## src/rtl/pgbuf_pkg.sv

```systemverilog
package pgbuf_pkg;
  typedef enum logic [1:0] {
    OP_NONE = 2'd0,
    OP_LOAD = 2'd1,
    OP_PGWR = 2'd2,
    OP_REEN = 2'd3
  } pb_op_e;
endpackage

```

## src/rtl/pgbuf_dec.sv

```systemverilog
module pgbuf_dec
  import pgbuf_pkg::*;
#(
  parameter int IDX_W  = 5,
  parameter int PAGE_W = 7,
  parameter int Z_W    = 16
) (
  input  logic              cmd_valid,
  input  logic [1:0]        cmd_op,
  input  logic [Z_W-1:0]    z_ptr,
  input  logic              ee_wr_start,
  input  logic              pg_wr_done,
  input  logic              any_loaded,
  output logic              erase,
  output logic              load_req,
  output logic [IDX_W-1:0]  load_idx,
  output logic              pgwr_ok,
  output logic              pgwr_bad,
  output logic [PAGE_W-1:0] pgwr_page
);
  localparam int PG_LO = IDX_W + 1;
  localparam int PG_HI = IDX_W + PAGE_W;

  pb_op_e op;
  logic   word_zero;
  logic   unused_zbits;

  assign op        = pb_op_e'(cmd_op);
  assign load_idx  = z_ptr[IDX_W:1];
  assign pgwr_page = z_ptr[PG_HI:PG_LO];
  assign word_zero = (load_idx == '0);

  // Bit 0 and the bits above the page field play no part in any command.
  assign unused_zbits = ^{z_ptr[0], z_ptr[Z_W-1:PG_HI+1]};

  // Any one of the wipe sources clears the whole store.
  assign erase = pg_wr_done
               | (cmd_valid && op == OP_REEN)
               | (ee_wr_start && any_loaded);

  // A wipe in the same clock takes precedence over a load.
  assign load_req = cmd_valid && op == OP_LOAD && !erase;

  assign pgwr_ok  = cmd_valid && op == OP_PGWR &&  word_zero;
  assign pgwr_bad = cmd_valid && op == OP_PGWR && !word_zero;
endmodule

```

## src/rtl/pgbuf_store.sv

```systemverilog
module pgbuf_store #(
  parameter int IDX_W  = 5,
  parameter int DATA_W = 16,
  localparam int DEPTH = 1 << IDX_W
) (
  input  logic              clk,
  input  logic              rst,
  input  logic              erase,
  input  logic              load_req,
  input  logic [IDX_W-1:0]  load_idx,
  input  logic [DATA_W-1:0] load_data,
  input  logic [IDX_W-1:0]  rd_idx,
  output logic [DATA_W-1:0] rd_data,
  output logic [DEPTH-1:0]  flags
);
  logic [DEPTH-1:0][DATA_W-1:0] words_w;

  // Per-location cells: each one clears on a wipe and accepts a single load.
  for (genvar i = 0; i < DEPTH; i++) begin : g_cell
    logic [DATA_W-1:0] cell_q;
    logic              full_q;

    always_ff @(posedge clk) begin
      if (rst || erase) begin
        cell_q <= '1;
        full_q <= 1'b0;
      end else if (load_req && load_idx == IDX_W'(i) && !full_q) begin
        cell_q <= load_data;
        full_q <= 1'b1;
      end
    end

    assign words_w[i] = cell_q;
    assign flags[i]   = full_q;
  end

  always_ff @(posedge clk) begin
    if (rst) rd_data <= '1;
    else     rd_data <= words_w[rd_idx];
  end
endmodule

```

## src/rtl/pgbuf_issue.sv

```systemverilog
module pgbuf_issue #(
  parameter int PAGE_W = 7
) (
  input  logic              clk,
  input  logic              rst,
  input  logic              pgwr_ok,
  input  logic              pgwr_bad,
  input  logic [PAGE_W-1:0] pgwr_page,
  output logic              wr_start,
  output logic [PAGE_W-1:0] wr_page,
  output logic              cmd_err
);
  always_ff @(posedge clk) begin
    if (rst) begin
      wr_start <= 1'b0;
      cmd_err  <= 1'b0;
      wr_page  <= '0;
    end else begin
      wr_start <= pgwr_ok;
      cmd_err  <= pgwr_bad;
      if (pgwr_ok) wr_page <= pgwr_page;
    end
  end
endmodule

```

## src/rtl/pgbuf_top.sv

```systemverilog
module pgbuf_top #(
  parameter int IDX_W  = 5,
  parameter int DATA_W = 16,
  parameter int PAGE_W = 7,
  parameter int Z_W    = 16,
  localparam int DEPTH = 1 << IDX_W
) (
  input  logic              clk,
  input  logic              rst,
  input  logic              cmd_valid,
  input  logic [1:0]        cmd_op,
  input  logic [Z_W-1:0]    z_ptr,
  input  logic [DATA_W-1:0] wdata,
  input  logic              ee_wr_start,
  input  logic              pg_wr_done,
  input  logic [IDX_W-1:0]  rd_idx,
  output logic [DATA_W-1:0] rd_data,
  output logic [DEPTH-1:0]  loaded_mask,
  output logic              wr_start,
  output logic [PAGE_W-1:0] wr_page,
  output logic              cmd_err
);
  logic              erase;
  logic              load_req;
  logic [IDX_W-1:0]  load_idx;
  logic              pgwr_ok;
  logic              pgwr_bad;
  logic [PAGE_W-1:0] pgwr_page;
  logic [DEPTH-1:0]  flags;

  pgbuf_dec #(.IDX_W(IDX_W), .PAGE_W(PAGE_W), .Z_W(Z_W)) u_dec (
    .cmd_valid  (cmd_valid),
    .cmd_op     (cmd_op),
    .z_ptr      (z_ptr),
    .ee_wr_start(ee_wr_start),
    .pg_wr_done (pg_wr_done),
    .any_loaded (|flags),
    .erase      (erase),
    .load_req   (load_req),
    .load_idx   (load_idx),
    .pgwr_ok    (pgwr_ok),
    .pgwr_bad   (pgwr_bad),
    .pgwr_page  (pgwr_page)
  );

  pgbuf_store #(.IDX_W(IDX_W), .DATA_W(DATA_W)) u_store (
    .clk      (clk),
    .rst      (rst),
    .erase    (erase),
    .load_req (load_req),
    .load_idx (load_idx),
    .load_data(wdata),
    .rd_idx   (rd_idx),
    .rd_data  (rd_data),
    .flags    (flags)
  );

  pgbuf_issue #(.PAGE_W(PAGE_W)) u_issue (
    .clk      (clk),
    .rst      (rst),
    .pgwr_ok  (pgwr_ok),
    .pgwr_bad (pgwr_bad),
    .pgwr_page(pgwr_page),
    .wr_start (wr_start),
    .wr_page  (wr_page),
    .cmd_err  (cmd_err)
  );

  assign loaded_mask = flags;
endmodule

```

## config.mk

```make
export PLATFORM = sky130hd
export DESIGN_NAME = pgbuf_top
export DESIGN_NICKNAME = d
export VERILOG_FILES = /design/src/rtl/pgbuf_pkg.sv /design/src/rtl/pgbuf_dec.sv /design/src/rtl/pgbuf_store.sv /design/src/rtl/pgbuf_issue.sv /design/src/rtl/pgbuf_top.sv
export SDC_FILE = /design/constraint.sdc
export NUM_CORES = 1
export LEC_CHECK = 0
export BUFFER_PORTS_ARGS = -buffer_cell sky130_fd_sc_hd__buf_2
export CORE_ASPECT_RATIO = 0.8
export CORE_MARGIN = 2
export CORE_UTILIZATION = 47
export CTS_BUF_LIST = sky130_fd_sc_hd__clkbuf_4
export CTS_CLUSTER_DIAMETER = 40
export DETAILED_ROUTE_END_ITERATION = 16
export GPL_TIMING_DRIVEN = 0
export PLACE_DENSITY = 0.66
export SYNTH_ARGS = -nofsm -noshare
export SYNTH_HDL_FRONTEND = slang
export SYNTH_SLANG_ARGS = --single-unit
export TNS_END_PERCENT = 5
```

## constraint.sdc

```tcl
create_clock -name clk -period 2.2 [get_ports clk]
set_input_delay 0.44 -clock clk [delete_from_list [all_inputs] [get_ports clk]]
set_output_delay 0.44 -clock clk [all_outputs]
set_load 0.005 [all_outputs]
```

==> results_dict.tcl <==
set metrics [dict create \
    firstDrtPassIters 8 \
    clock_latency_ns 0.93 \
    synth_top_cell_by_area "dfxtp_1" \
    endpoint "u_store.rd_data[15]" \
    synthTopCellsByCount "dfxtp_1 (569), nand3_1 (513), mux2i_1 (439)" \
    synthFlopType "dfxtp_1" \
    synth_nets 2540 \
    maxSlewHeadroom_pct 7.813 \
    setup_viol 16 \
    io_pins 101 \
    max_freq_ghz 0.4243 \
    min_period_over_period_pct 107.1 \
    grt_remaining_overflow 0 \
    rsz0062_at_grt "true" \
    wl_met1_microns 40080 \
    synth_edf_count 0 \
    hold_violations 0 \
    critPathLaunchType "input pin" \
    cts_root_buf "clkbuf_4" \
    final_max_slew_viol_count 0 \
    cp.arrival_ns 3.19 \
    p_int_uw 15360 \
    clockBufferDepth 3 \
    critical_path.startpoint "rd_idx[1]" \
    synth_cells 2496 \
    hold_class "input pin to flop" \
    drive_above_1_share_pct 22.93 \
    status "complete, but fails checks" \
    placedCellCount 3339 \
    wl_met2_microns 40770 \
    final.setup.tns_ns -0.6120 \
    vias_per_cell 6.463 \
    worstMarginPinSlew_ns 1.383 \
    ir_worst_vdd_mv 0.4237 \
    seq_area_frac_synth_pct 43.59 \
    rows 77 \
    maxCapViolCount 0 \
    hpwlAfterDp_microns 69650 \
    final_antenna_net_count 0 \
    critPathRequiredTime_ns 3.03 \
    seq_power_share_pct 49.2 \
    cts_tree "built" \
    reg2reg_from "u_store.g_cell[30].full_q" \
    io_buffers 92 \
    gp_congestion 0.9788 \
    async_reset_ff_share_pct 0 \
    r2r_cells 7 \
    yosysMostFrequentCell "dfxtp_1" \
    syn_area_sq_um 26130 \
    clkPwrFrac_pct 44.2 \
    cts-htree-levels 4 \
    synth_seq_cells 569 \
    die_x_microns 267.6 \
    initial_core_util_pct 47.42 \
    drcViolationCount 0 \
    synth_warnings 0 \
    violations "setup timing" \
    skew_ns 0.05201 \
    nNetsFinal 2804 \
    p_per_area_nw_per_um2 700.5 \
    via_count 23318 \
    holdWs_ns 0.06787 \
    syn_area_per_cell_sq_um 10.47 \
    crit_type "input pin to flop" \
    period_minus_slack_ns 2.357 \
    combPwrFrac_pct 6.6 \
    p_leak_uw 0.01178 \
    wl_met3_microns 13250 \
    cts_num_sinks 569 \
    wl_per_cell_microns 26.98 \
    drt_iter0_markers 3362 \
    worst_slack_ns -0.1570 \
    cts_buffers 145 \
    sw_frac_of_total_pct 26.79 \
    grt_pass1_vias 22267 \
    end_kind "flop" \
    synth.area.top_cells "dfxtp_1 (44%), mux2i_1 (17%), mux4_2 (11%)" \
    antenna_found_initial 5 \
    dieArea_sq_um 57510 \
    cp_max_fo 10 \
    grt_pass1_wl_microns 141900 \
    fp.coreArea_sq_um 55110 \
    grt_max_degree 17 \
    power.switching_uw 5619 \
    highest_layer "met5" \
    cts.clk_slew.worst_paths_ns 0.08 \
    stdcell_count 3608 \
    rr_endpoint "u_store.g_cell[1].cell_q[3]" \
    die_h_microns 214.9 \
    syn2layout_area_growth_pct 14.60 \
    wirelength_microns 97360 \
    synthDistinctLibCells 48 \
    grtUsageTotal_pct 33.22 \
    synth.top_cell.area_share_pct 43.59 \
    r2r_slack_ns -0.03 \
]
how the worst min path moves through the flow:
stage	startpoint	cells past startpoint	slack (ns)	end
after floorplan	u_store.g_cell[10].cell_q[0]	2	0.45	u_store.g_cell[10].cell_q[0]
after global placement	u_store.g_cell[27].cell_q[9]	2	0.46	u_store.g_cell[27].cell_q[9]
after detailed placement	u_store.g_cell[24].cell_q[10]	2	0.47	u_store.g_cell[24].cell_q[10]
after CTS	z_ptr[2]	5	0.04	u_store.g_cell[16].full_q
after global routing	z_ptr[2]	5	0.07	u_store.g_cell[1].full_q
final	z_ptr[2]	5	0.07	u_store.g_cell[1].full_q
cell type report:
type,count,area [sq um]
Sequential cell,569,11400
Fill cell,4954,25160
Antenna cell,1,2.502
Timing Repair Buffer,122,769.5
Clock inverter,36,226.5
Multi-Input combinational cell,1563,13110
Tap cell,750,938.4
Buffer,335,1848
Clock buffer,208,1562
Inverter,24,90.09
flip-flops by register name, indices dropped and copies added, names as in the netlist:
| signal | cells |
|---|---|
| u_issue.wr_page | 7 |
| u_store.rd_data | 16 |
| u_store.g_cell.full_q | 32 |
| u_store.g_cell.cell_q | 512 |
| u_issue.wr_start | 1 |
| u_issue.cmd_err | 1 |
worst max-delay path, stage by stage:
cell             delay, ns
clkdlybuf4s15_1       0.70
clkbuf_1              0.69
mux4_2                0.38
mux2i_1               0.12
o21ai_0               0.52
o31a_1                0.33
metal layers:
layer  global-route usage, %  vias to the layer above
met5                       0                        -
met4                   11.38                        6
met3                   11.08                      229
met2                   46.96                     1698
met1                   47.23                    11500
li1                        -                     9885
timing repair:
action | CTS | global route
pin swaps | 5 | 2
gates resized for setup | 107 | 57
endpoints found under the hold margin | 43 | 0
setup buffers | 1 | 1
hold buffers | 27 | 0
setup endpoints to repair | 545 | 502
cells in the final DEF, fill, tap and decap left out, types with 8 or more instances in the layout:
cell,instances
buf_2,134
mux4_2,128
a221oi_1,16
nand2_1,16
a211oi_1,21
nor3_1,10
dfxtp_1,563
inv_1,16
clkbuf_4,234
nand4_4,10
o31a_1,16
nand3_1,513
o21ai_0,135
and4_1,8
o21ai_1,9
clkbuf_1,150
dlygate4sd3_1,27
clkinv_1,30
mux2i_1,439
nand4_1,138
a21oi_1,8
buf_1,19
nor2_1,43
buf_6,17
nor4_4,9
buf_4,72
per-stage QoR:
step | total power (uW) | util, % | cell area (sq um) | worst slack (ns)
floorplan | 11280 | - | 26130 | 0.1130
global placement | 11810 | 49.95 | 27530 | -1.743
detailed placement | 11830 | 49.99 | 27550 | -1.403
CTS | 20910 | 54.16 | 29850 | -0.02908
global route | 21570 | 54.34 | 29950 | -0.08832
finish | 20980 | 54.34 | 29950 | -0.1570
power by group through the flow:
| stage | combinational [uW] | clock (uW) | sequential (uW) |
|---|---|---|---|
| 5_1_grt | 1410 | 9830 | 10300 |
| 4_1_cts | 1320 | 9260 | 10300 |
| 3_5_place_dp | 1270 | 0 | 10600 |
| 3_3_place_gp | 1250 | 0 | 10600 |
| 6_report | 1380 | 9270 | 10300 |
| 2_1_floorplan | 716 | 0 | 10600 |
cell families (layout without fill, tap and decap cells):
family	count (synthesis)	in the layout	synth area share (%)
other cells	0	1	0
compound gates	212	212	4.812
buf+inv	364	725	6.536
simple gates	784	784	17.21
mux	567	567	27.85
flops	569	569	43.59
No activity file was read; power rests on OpenSTA's default activity.
